## src/rtl/tc_pkg.sv

```systemverilog
package tc_pkg;
  typedef enum logic [1:0] {
    CFG_NONE   = 2'd0,
    CFG_ACCEPT = 2'd1,
    CFG_REJECT = 2'd2
  } cfg_verdict_e;
endpackage

```

## src/rtl/tc_cfg_check.sv

```systemverilog
module tc_cfg_check
  import tc_pkg::*;
#(
  parameter int CNT_W = 16
) (
  input  logic             load,
  input  logic [CNT_W-1:0] count,
  input  logic             seq_mode,
  output cfg_verdict_e     verdict
);
  logic is_zero;

  always_comb begin
    is_zero = (count == '0);
    verdict = CFG_NONE;
    if (load) begin
      if (is_zero && !seq_mode) verdict = CFG_REJECT;
      else                      verdict = CFG_ACCEPT;
    end
  end
endmodule

```

## src/rtl/tc_counter.sv

```systemverilog
module tc_counter #(
  parameter int CNT_W = 16
) (
  input  logic             clk,
  input  logic             rst_n,
  input  logic             load_en,
  input  logic [CNT_W-1:0] load_val,
  input  logic             dec_en,
  output logic [CNT_W-1:0] cnt,
  output logic             cnt_zero
);
  localparam logic [CNT_W-1:0] ONE = {{(CNT_W-1){1'b0}}, 1'b1};

  logic [CNT_W-1:0] cnt_d;
  logic             cnt_en;

  always_comb begin
    cnt_en = load_en | dec_en;
    cnt_d  = cnt;
    if (load_en)     cnt_d = load_val;
    else if (dec_en) cnt_d = cnt - ONE;
  end

  always_ff @(posedge clk or negedge rst_n) begin
    if (!rst_n)      cnt <= '0;
    else if (cnt_en) cnt <= cnt_d;
  end

  assign cnt_zero = (cnt == '0);
endmodule

```

## src/rtl/tc_status.sv

```systemverilog
module tc_status
  import tc_pkg::*;
(
  input  logic         clk,
  input  logic         rst_n,
  input  cfg_verdict_e verdict,
  input  logic         fire,
  input  logic         ack,
  input  logic         clr_hit,
  output logic         armed,
  output logic         halt_req,
  output logic         hit,
  output logic         err
);
  logic armed_d, halt_d, hit_d, err_d;
  logic accept, reject;

  always_comb begin
    accept  = (verdict == CFG_ACCEPT);
    reject  = (verdict == CFG_REJECT);
    armed_d = armed;
    if (accept)              armed_d = 1'b1;
    else if (reject || ack)  armed_d = 1'b0;
    halt_d  = (halt_req & ~ack) | fire;
    hit_d   = (hit & ~clr_hit) | fire;
    err_d   = err;
    if (reject)      err_d = 1'b1;
    else if (accept) err_d = 1'b0;
  end

  always_ff @(posedge clk or negedge rst_n) begin
    if (!rst_n) begin
      armed    <= 1'b0;
      halt_req <= 1'b0;
      hit      <= 1'b0;
      err      <= 1'b0;
    end else begin
      armed    <= armed_d;
      halt_req <= halt_d;
      hit      <= hit_d;
      err      <= err_d;
    end
  end
endmodule

```

## src/rtl/trace_countdown.sv

```systemverilog
module trace_countdown
  import tc_pkg::*;
#(
  parameter int CNT_W = 16
) (
  input  logic             clk,
  input  logic             rst_n,
  input  logic             cfg_load,
  input  logic [CNT_W-1:0] cfg_count,
  input  logic             seq_mode,
  input  logic             trace_clr,
  input  logic             retire,
  input  logic             in_debug,
  input  logic             dbg_ack,
  output logic             halt_req,
  output logic             trace_hit,
  output logic             cfg_err,
  output logic             armed,
  output logic [CNT_W-1:0] count_q
);
  cfg_verdict_e verdict;
  logic         step, fire, dec, cnt_zero, load_ok;

  tc_cfg_check #(.CNT_W(CNT_W)) u_cfg (
    .load     (cfg_load),
    .count    (cfg_count),
    .seq_mode (seq_mode),
    .verdict  (verdict)
  );

  always_comb begin
    load_ok = (verdict == CFG_ACCEPT);
    step    = armed & retire & ~in_debug & ~halt_req & ~cfg_load;
    fire    = step & cnt_zero;
    dec     = step & ~cnt_zero;
  end

  tc_counter #(.CNT_W(CNT_W)) u_cnt (
    .clk      (clk),
    .rst_n    (rst_n),
    .load_en  (load_ok),
    .load_val (cfg_count),
    .dec_en   (dec),
    .cnt      (count_q),
    .cnt_zero (cnt_zero)
  );

  tc_status u_stat (
    .clk      (clk),
    .rst_n    (rst_n),
    .verdict  (verdict),
    .fire     (fire),
    .ack      (dbg_ack),
    .clr_hit  (trace_clr),
    .armed    (armed),
    .halt_req (halt_req),
    .hit      (trace_hit),
    .err      (cfg_err)
  );
endmodule

```

## config.mk

```make
export PLATFORM = sky130hd
export DESIGN_NAME = trace_countdown
export DESIGN_NICKNAME = d
export VERILOG_FILES = /design/src/rtl/tc_pkg.sv /design/src/rtl/tc_cfg_check.sv /design/src/rtl/tc_counter.sv /design/src/rtl/tc_status.sv /design/src/rtl/trace_countdown.sv
export SDC_FILE = /design/constraint.sdc
export NUM_CORES = 1
export LEC_CHECK = 0
export CORE_UTILIZATION = 45
export CTS_CLUSTER_SIZE = 30
export DETAILED_ROUTE_END_ITERATION = 6
export GPL_TIMING_DRIVEN = 0
export PLACE_DENSITY_LB_ADDON = 0.05
export SLEW_MARGIN = 20
export SYNTH_ARGS = -nofsm -noshare
export SYNTH_HDL_FRONTEND = slang
export SYNTH_HIERARCHICAL = 1
export SYNTH_SLANG_ARGS = --single-unit
export TNS_END_PERCENT = 20
```

## constraint.sdc

```tcl
create_clock -name clk -period 5.7 [get_ports clk]
set_input_delay 1.14 -clock clk [delete_from_list [all_inputs] [get_ports clk]]
set_output_delay 1.14 -clock clk [all_outputs]
set_load 0.005 [all_outputs]
```

# Word-level counts from Yosys, hierarchy flattened
# Cells that the tools add are included.
[totals]
register_bits = 20
input_bits = 24
wordCells = 42
[op_classes]
addsub = 1
n_eq_ne = 2
muxes = 8
bitwise_logic = 17
reduce_logical = 9
[op_table]
columns = ["operator", "count"]
rows = [
  ["$logic_not A16 Y1", 2],
  ["$mux W16", 2],
  ["$sub A16 B1 Y16 const B", 1],
  ["$and A1 B1 Y1", 8],
  ["$not A1 Y1", 6],
  ["$reduce_bool A2 Y1", 3],
  ["$mux W1", 4],
  ["$mux W2", 2],
  ["$or A1 B1 Y1", 3],
  ["$eq A2 B1 Y1 const B", 1],
  ["$eq A2 B2 Y1 const B", 1],
  ["$reduce_and A2 Y1", 1],
  ["$logic_and A1 B1 Y1", 1],
  ["$logic_not A1 Y1", 1],
  ["$logic_or A1 B1 Y1", 1],
]

# Depth between registers and ports, before layout
# Gate-level depths: netlist (run 1).
[depth]
word_depth = 8
mapped_depth = 13
mapped_depth_nobuf = 9

# Modules after synthesis
# The synthesis (run 1) kept the hierarchy.
[modules_own_cells]
columns = ["module", "n_inst", "cells_each", "area_per_inst_um2", "seq_area_each_um2"]
rows = [
  ["tc_counter", 1, 111, 1028.5, 400.4],
  ["tc_status", 1, 15, 181.4, 100.1],
  ["tc_cfg_check", 1, 10, 52.6, 0.0],
  ["trace_countdown", 1, 5, 32.5, 0.0],
]

# Least setup slack after synthesis (run 1)
# No wires, ideal clock.
[synth_path]
kind = "input to register"
startpoint = "input in_debug"
endpoint = "register u_cnt.cnt[11]"
arrival_time_ns = 2.861
setup_slack_ns = 2.757
path_stages = 7
path_buffers = 2
path_cell_list = "nor4_1 > and3_1 > buf_2 > or4b_1 > buf_2 > or4_1 > a31oi_1"
[synth_between]
elab_chain_cells = 7
elab_cells_between_ends = 8
cone_classes = "bitwise: 6; reduce/logical: 2"
[synth_lines]
columns = ["element", "line_no", "text"]
rows = [
  ["start, declared", "trace_countdown.sv:13", "input logic in_debug,"],
  ["$not A1 Y1 *", "trace_countdown.sv:33", "step = armed & retire & ~in_debug & ~halt_req & ~cfg_load;"],
  ["$and A1 B1 Y1 * (3 in a row)", "trace_countdown.sv:33", ""],
  ["$and A1 B1 Y1 *", "trace_countdown.sv:35", "dec = step & ~cnt_zero;"],
  ["named net dec", "trace_countdown.sv:22", "logic step, fire, dec, cnt_zero, load_ok;"],
  ["$reduce_bool A2 Y1 (no line) or $or A1 B1 Y1 (tied branches)", "n/a", ""],
  ["$reduce_and A2 Y1 (no line) *", "n/a", ""],
  ["end signal, assigned", "tc_counter.sv:26", "else if (cnt_en) cnt <= cnt_d;"],
  ["end, declared", "tc_counter.sv:9", "output logic [CNT_W-1:0] cnt,"],
]
# The timed path passes the listed nets; every way through them passes the cells marked *.
# A chain may end at the register's enable or synchronous reset.

# Worst setup path in the final report (run 1)
[layout_path]
startpoint = "input cfg_count[6]"
endpoint = "register u_cnt.cnt[7]"
[layout_between]
elab_chain_cells = 7
elab_cells_between_ends = 9
cone_classes = "eq/ne: 1; mux: 3; bitwise: 1; reduce/logical: 4"
[layout_lines]
columns = ["element", "line_no", "text"]
rows = [
  ["start, declared", "trace_countdown.sv:9", "input logic [CNT_W-1:0] cfg_count,"],
  ["$logic_not A16 Y1 *", "tc_cfg_check.sv:14", "is_zero = (count == '0);"],
  ["$logic_and A1 B1 Y1 *", "tc_cfg_check.sv:17", "if (is_zero && !seq_mode) verdict = CFG_REJECT;"],
  ["$mux W2 *", "tc_cfg_check.sv:17", ""],
  ["$mux W2 *", "tc_cfg_check.sv:16", "if (load) begin"],
  ["named net verdict[1]", "trace_countdown.sv:21", "cfg_verdict_e verdict;"],
  ["$eq A2 B1 Y1 *", "trace_countdown.sv:32", "load_ok = (verdict == CFG_ACCEPT);"],
  ["named net load_ok", "trace_countdown.sv:22", ""],
  ["$reduce_bool A2 Y1 (no line) or $or A1 B1 Y1 (tied branches)", "n/a", ""],
  ["$reduce_and A2 Y1 (no line)", "n/a", ""],
]
# Marks and branches as above.

==> flow_results.xml, run 1 <==
<?xml version="1.0" encoding="UTF-8"?>
<metrics>
  <group name="floorplan">
    <metric name="dieWidth" unit="um">55.65</metric>
    <metric name="die_h" unit="um">55.65</metric>
    <metric name="io_pins" unit="">44</metric>
    <metric name="rows" unit="">19</metric>
    <metric name="start_util" unit="%">47.37</metric>
    <metric name="die-area" unit="sq um">3096</metric>
    <metric name="floorplan.core_area" unit="sq um">2734</metric>
  </group>
  <group name="route">
    <metric name="dr_total_vias" unit="">1323</metric>
    <metric name="drt-initial-drc-count" unit="">55</metric>
    <metric name="wirelength_met1" unit="um">1508</metric>
    <metric name="route.antenna.remaining_nets" unit="">0</metric>
    <metric name="route.met3.wl" unit="um">202</metric>
    <metric name="drc" unit="">0</metric>
    <metric name="routed-wl-met2" unit="um">1562</metric>
    <metric name="drt_wl_total" unit="um">3319</metric>
    <metric name="route.detailed.vias_per_inst" unit="">6.069</metric>
    <metric name="drtPass1Iterations" unit="">4</metric>
    <metric name="wire_per_inst" unit="um">15.22</metric>
    <metric name="highest_layer" unit="">met4</metric>
  </group>
  <group name="critical_path">
    <metric name="ff2ff_setup_slack" unit="ps">2480</metric>
    <metric name="crit_arrival" unit="ps">3750</metric>
    <metric name="critPathMaxFanout" unit="">10</metric>
    <metric name="endpoint_kind" unit="">flop</metric>
    <metric name="cp_common_cell" unit="">clkbuf_1</metric>
    <metric name="worst_r2r_endpoint" unit="">u_cnt/cnt[15]</metric>
    <metric name="reg2reg_from" unit="">u_cnt/cnt[4]</metric>
    <metric name="cp.required" unit="ps">5910</metric>
    <metric name="worstSetupPathType" unit="">input port to flop</metric>
    <metric name="rr_worst_depth" unit="">12</metric>
    <metric name="timing.critical_path.from_type" unit="">input port</metric>
    <metric name="critical_path.cell_chain" unit="">clkdlybuf4s50_1 &gt; nor4_1 &gt; nand3_1 &gt; nor3_1 &gt; nor2b_1 &gt; clkbuf_1 &gt; inv_1 &gt; clkbuf_1 &gt; nor2_1 &gt; a31oi_1</metric>
    <metric name="critical_path.startpoint" unit="">cfg_count[6]</metric>
    <metric name="cpMaxStageDelayCell" unit="">clkdlybuf4s50_1</metric>
    <metric name="worst_path_largest_cell_delay" unit="ps">430</metric>
  </group>
  <group name="pwr">
    <metric name="seq_power_share" unit="%">52.2</metric>
    <metric name="pwr-share-comb" unit="%">27.2</metric>
    <metric name="power.switching_fraction" unit="%">28.57</metric>
    <metric name="internal-power" unit="mW">0.2298</metric>
    <metric name="max-vdd-ir-drop" unit="V">0.0001343</metric>
    <metric name="p_clk_share" unit="%">20.6</metric>
    <metric name="leakage" unit="nW">0.7056</metric>
    <metric name="power_per_cell_area" unit="nW/um^2">180.6</metric>
    <metric name="switching_power" unit="mW">0.09190</metric>
    <metric name="power" unit="mW">0.3217</metric>
  </group>
  <group name="logic_synthesis">
    <metric name="postSynthRegisterBits" unit="">20</metric>
    <metric name="ys_warn_count" unit="">6</metric>
    <metric name="yosys.area_share.simple" unit="%">28.89</metric>
    <metric name="yosysTopAreaCellShare" unit="%">38.65</metric>
    <metric name="ys_top_cells_by_area" unit="">dfrtp_1 39%, nor4_1 4.3%, nor2_1 4.1%</metric>
    <metric name="number_of_enable_flip_flop_cells_after_synthesis" unit="">0</metric>
    <metric name="postSynth.topFlopCell" unit="">dfrtp_1</metric>
    <metric name="yosys-mux-area-fraction" unit="%">2.029</metric>
    <metric name="synth_adder_area_share" unit="%">2.899</metric>
    <metric name="synthDistinctLibCells" unit="">40</metric>
    <metric name="asyncSetResetFlopFracSynth" unit="%">100.0</metric>
    <metric name="synth_compound_gate_area_share" unit="%">19.23</metric>
    <metric name="syn_nets" unit="">168</metric>
    <metric name="syn_inst" unit="">141</metric>
    <metric name="synth.yosys.seq_area_share" unit="%">38.65</metric>
    <metric name="synth_top_family_by_area" unit="">simple AND/OR/NAND/NOR gates</metric>
    <metric name="yosysTopAreaCell" unit="">dfrtp_1</metric>
    <metric name="post_synth_xor_area_fraction" unit="%">1.353</metric>
    <metric name="netlist_area_before_placement" unit="sq um">1295</metric>
    <metric name="synthesis.area_per_instance" unit="sq um">9.184</metric>
  </group>
  <group name="grt">
    <metric name="grt_start_max_net_pins" unit="">21</metric>
    <metric name="antenna_violations_before_repair" unit="">0</metric>
    <metric name="track_usage" unit="%">23.39</metric>
    <metric name="grt_pass1_vias" unit="">1296</metric>
    <metric name="grt_pass1_wl" unit="um">5844</metric>
    <metric name="grt_overflow" unit="">0</metric>
  </group>
  <group name="sta">
    <metric name="rsz0062_at_grt" unit="">no</metric>
    <metric name="minimum_clock_period_after_layout" unit="ps">3542</metric>
    <metric name="report.final.slew_viol_count" unit="">0</metric>
    <metric name="clock.fmax" unit="MHz">282.3</metric>
    <metric name="layout_setup_ws" unit="ps">2158</metric>
    <metric name="final_hold_viol_count" unit="">0</metric>
    <metric name="tightestPinTransition" unit="ps">696.9</metric>
    <metric name="final_hold_slack" unit="ps">485.1</metric>
    <metric name="finClkSkew" unit="ps">9.542</metric>
    <metric name="timing.max_slew.rel_slack" unit="%">52.88</metric>
    <metric name="timing.final.crit_share" unit="%">62.15</metric>
    <metric name="finalSetupTns" unit="ps">0</metric>
    <metric name="setup_violations" unit="">0</metric>
  </group>
  <group name="clock_network">
    <metric name="setup_repair_bufs_after_cts" unit="">0</metric>
    <metric name="cts_made_buffers" unit="">3</metric>
    <metric name="insertion_delay" unit="ps">290</metric>
    <metric name="clock_tree.buffer_depth" unit="">2</metric>
    <metric name="ctsHtreeMaxLevel" unit="">1</metric>
    <metric name="postCtsResizedCells" unit="">0</metric>
    <metric name="clock_sinks" unit="">20</metric>
    <metric name="cts_tree" unit="">built</metric>
    <metric name="cts.reportedPaths.clkPinSlew" unit="ps">100</metric>
    <metric name="holdBufCountCts" unit="">0</metric>
    <metric name="clk_tree_root_cell" unit="">clkbuf_4</metric>
  </group>
  <group name="final_layout">
    <metric name="antenna_cells" unit="">0</metric>
    <metric name="fill_cell_total_of_the_finished_layout" unit="">236</metric>
    <metric name="finish.cell_count_without_fillers" unit="">218</metric>
    <metric name="areaGrowthSynthToFinish" unit="%">37.58</metric>
    <metric name="layout.nets" unit="">216</metric>
    <metric name="drive_above_1_share" unit="%">9.091</metric>
  </group>
  <group name="worst_hold_path">
    <metric name="min_to" unit="">u_stat/hit</metric>
    <metric name="timing.hold.worst.class" unit="">flop to flop</metric>
    <metric name="min_from" unit="">u_stat/hit</metric>
    <metric name="hold_path_stages" unit="">1</metric>
  </group>
  <group name="placed_design">
    <metric name="dp.cells" unit="">215</metric>
    <metric name="port-buffer-count" unit="">43</metric>
    <metric name="detailed_place_hpwl" unit="um">2497</metric>
    <metric name="gp_routability_congestion" unit="">0.8538</metric>
    <metric name="pre_cts_ws" unit="ps">1943</metric>
  </group>
  <group name="flow_run">
    <metric name="cap_violations" unit="">0</metric>
  </group>
  <group name="run_status">
    <metric name="outcome" unit="">completed</metric>
  </group>
</metrics>
## sequential cells by signal, summed over array words and instances (netlist names)
name	cells
u_stat/err	1
u_stat/armed	1
u_stat/hit	1
u_cnt/cnt	16
u_stat/halt_req	1
## worst max-delay path: cells and delay by family
| family | cells | cell delay (ps) |
|---|---|---|
| AND/OR/NAND/NOR | 5 | 1150 |
| AO/OA/AOI/OAI | 1 | 160 |
| buffers and inverters | 4 | 1280 |
## per-layer routing
layer,track usage [%],vias to the layer above
li1,-,628
met1,32.33,631
met2,38.04,58
met3,2.558,6
met4,8.571,0
met5,0,-
## how the worst max path moves through the flow
stage               slack, ps  cells after the start            end
detailed placement       1940                     10   u_cnt/cnt[7]
global route             1920                     10   u_cnt/cnt[7]
global placement         1990                     10  u_cnt/cnt[11]
finish                   2160                     10   u_cnt/cnt[7]
CTS                      2240                     10   u_cnt/cnt[7]
floorplan                2760                      7  u_cnt/cnt[11]
## cell usage in the layout, fill, tap and decap left out, types with 2 or more instances in the layout
| cell | Yosys | layout |
|---|---|---|
| clkdlybuf4s50_1 | 0 | 42 |
| dfrtp_1 | 20 | 20 |
| nor2_1 | 14 | 14 |
| nor4_1 | 9 | 9 |
| nand2_1 | 9 | 9 |
| inv_1 | 9 | 9 |
| o21ai_0 | 6 | 6 |
| a31oi_1 | 6 | 6 |
| nor2b_1 | 5 | 5 |
| or4_1 | 5 | 5 |
| buf_2 | 3 | 4 |
| clkbuf_1 | 4 | 4 |
| o41a_1 | 4 | 4 |
| a221o_1 | 4 | 4 |
| nor3_1 | 3 | 3 |
| clkbuf_4 | 0 | 3 |
| nand3_1 | 3 | 3 |
| o311ai_0 | 3 | 3 |
| ha_1 | 3 | 3 |
| a21o_1 | 3 | 3 |
| nand4b_1 | 2 | 2 |
| xnor2_1 | 2 | 2 |
| or3_1 | 2 | 2 |
| or2_2 | 2 | 2 |
| o31ai_1 | 2 | 2 |
| o41ai_1 | 2 | 2 |
## cell usage after synthesis, types with 3 or more instances
cell and n:
a21o_1 3, a221o_1 4, a31oi_1 6, buf_2 3, clkbuf_1 4, dfrtp_1 20
ha_1 3, inv_1 9, nand2_1 9, nand3_1 3, nor2_1 14, nor2b_1 5
nor3_1 3, nor4_1 9, o21ai_0 6, o311ai_0 3, o41a_1 4, or4_1 5
## per-stage QoR
step	area, sq um	util [%]
6_report	1782	65.17
5_1_grt	1782	65.17
4_1_cts	1787	65.35
3_5_place_dp	1764	64.53
3_3_place_gp	1764	64.53
2_1_floorplan	1295	-
## cell families after synthesis
family                     count (synthesis)
muxes                                      2
DFF                                       20
adders and majority gates                  3
AOI/OAI and AO/OA                         32
xor gates and xnor gates                   2
and+or+nand+nor                           64
buffers and inverters                     18
## power groups by stage
stage	sequential (mW)	clock, mW	combinational [mW]
3_5_place_dp	0.170	0	0.0880
3_3_place_gp	0.169	0	0.0866
5_1_grt	0.170	0.0740	0.0965
2_1_floorplan	0.168	0	0.0368
4_1_cts	0.168	0.0699	0.0884
6_report	0.168	0.0663	0.0876
## area by class of cell
class                      count  area [sq um]  area share, %
buffer                         9         56.30          3.160
clock buffer                   3         22.52          1.264
inverter                       9         33.78          1.896
multi-input combinational    103         704.4          39.54
sequential                    20         500.5          28.09
tap                           31         38.79          2.177
timing repair buffer          43         425.4          23.88
No activity file was read; power rests on OpenSTA's default activity.
==> run 2, diff against run 1 <==
==> constraint.sdc (replaced) <==
create_clock -name clk -period 3.7 [get_ports clk]
set_input_delay 0.74 -clock clk [delete_from_list [all_inputs] [get_ports clk]]
set_output_delay 0.74 -clock clk [all_outputs]
set_load 0.005 [all_outputs]
==> results of run 2 <==
Same layout as run 1 (identical final DEF). Status: completed.
Among the figures that moved: setup slack after placement 1943 ps -> 342.5 ps; clock-pin slew on the worst setup and hold paths 100 ps -> 120 ps; setup slack after layout 2158 ps -> 475.9 ps; hold slack 485.1 ps -> 379.9 ps; start point of the critical path cfg_count[6] -> u_cnt/cnt[4]; end point of the critical path u_cnt/cnt[7] -> u_cnt/cnt[15]; register-to-register setup slack 2480 ps -> 480 ps; total power 0.3217 mW -> 0.4956 mW; worst IR drop on VDD 0.0001343 V -> 0.0002069 V
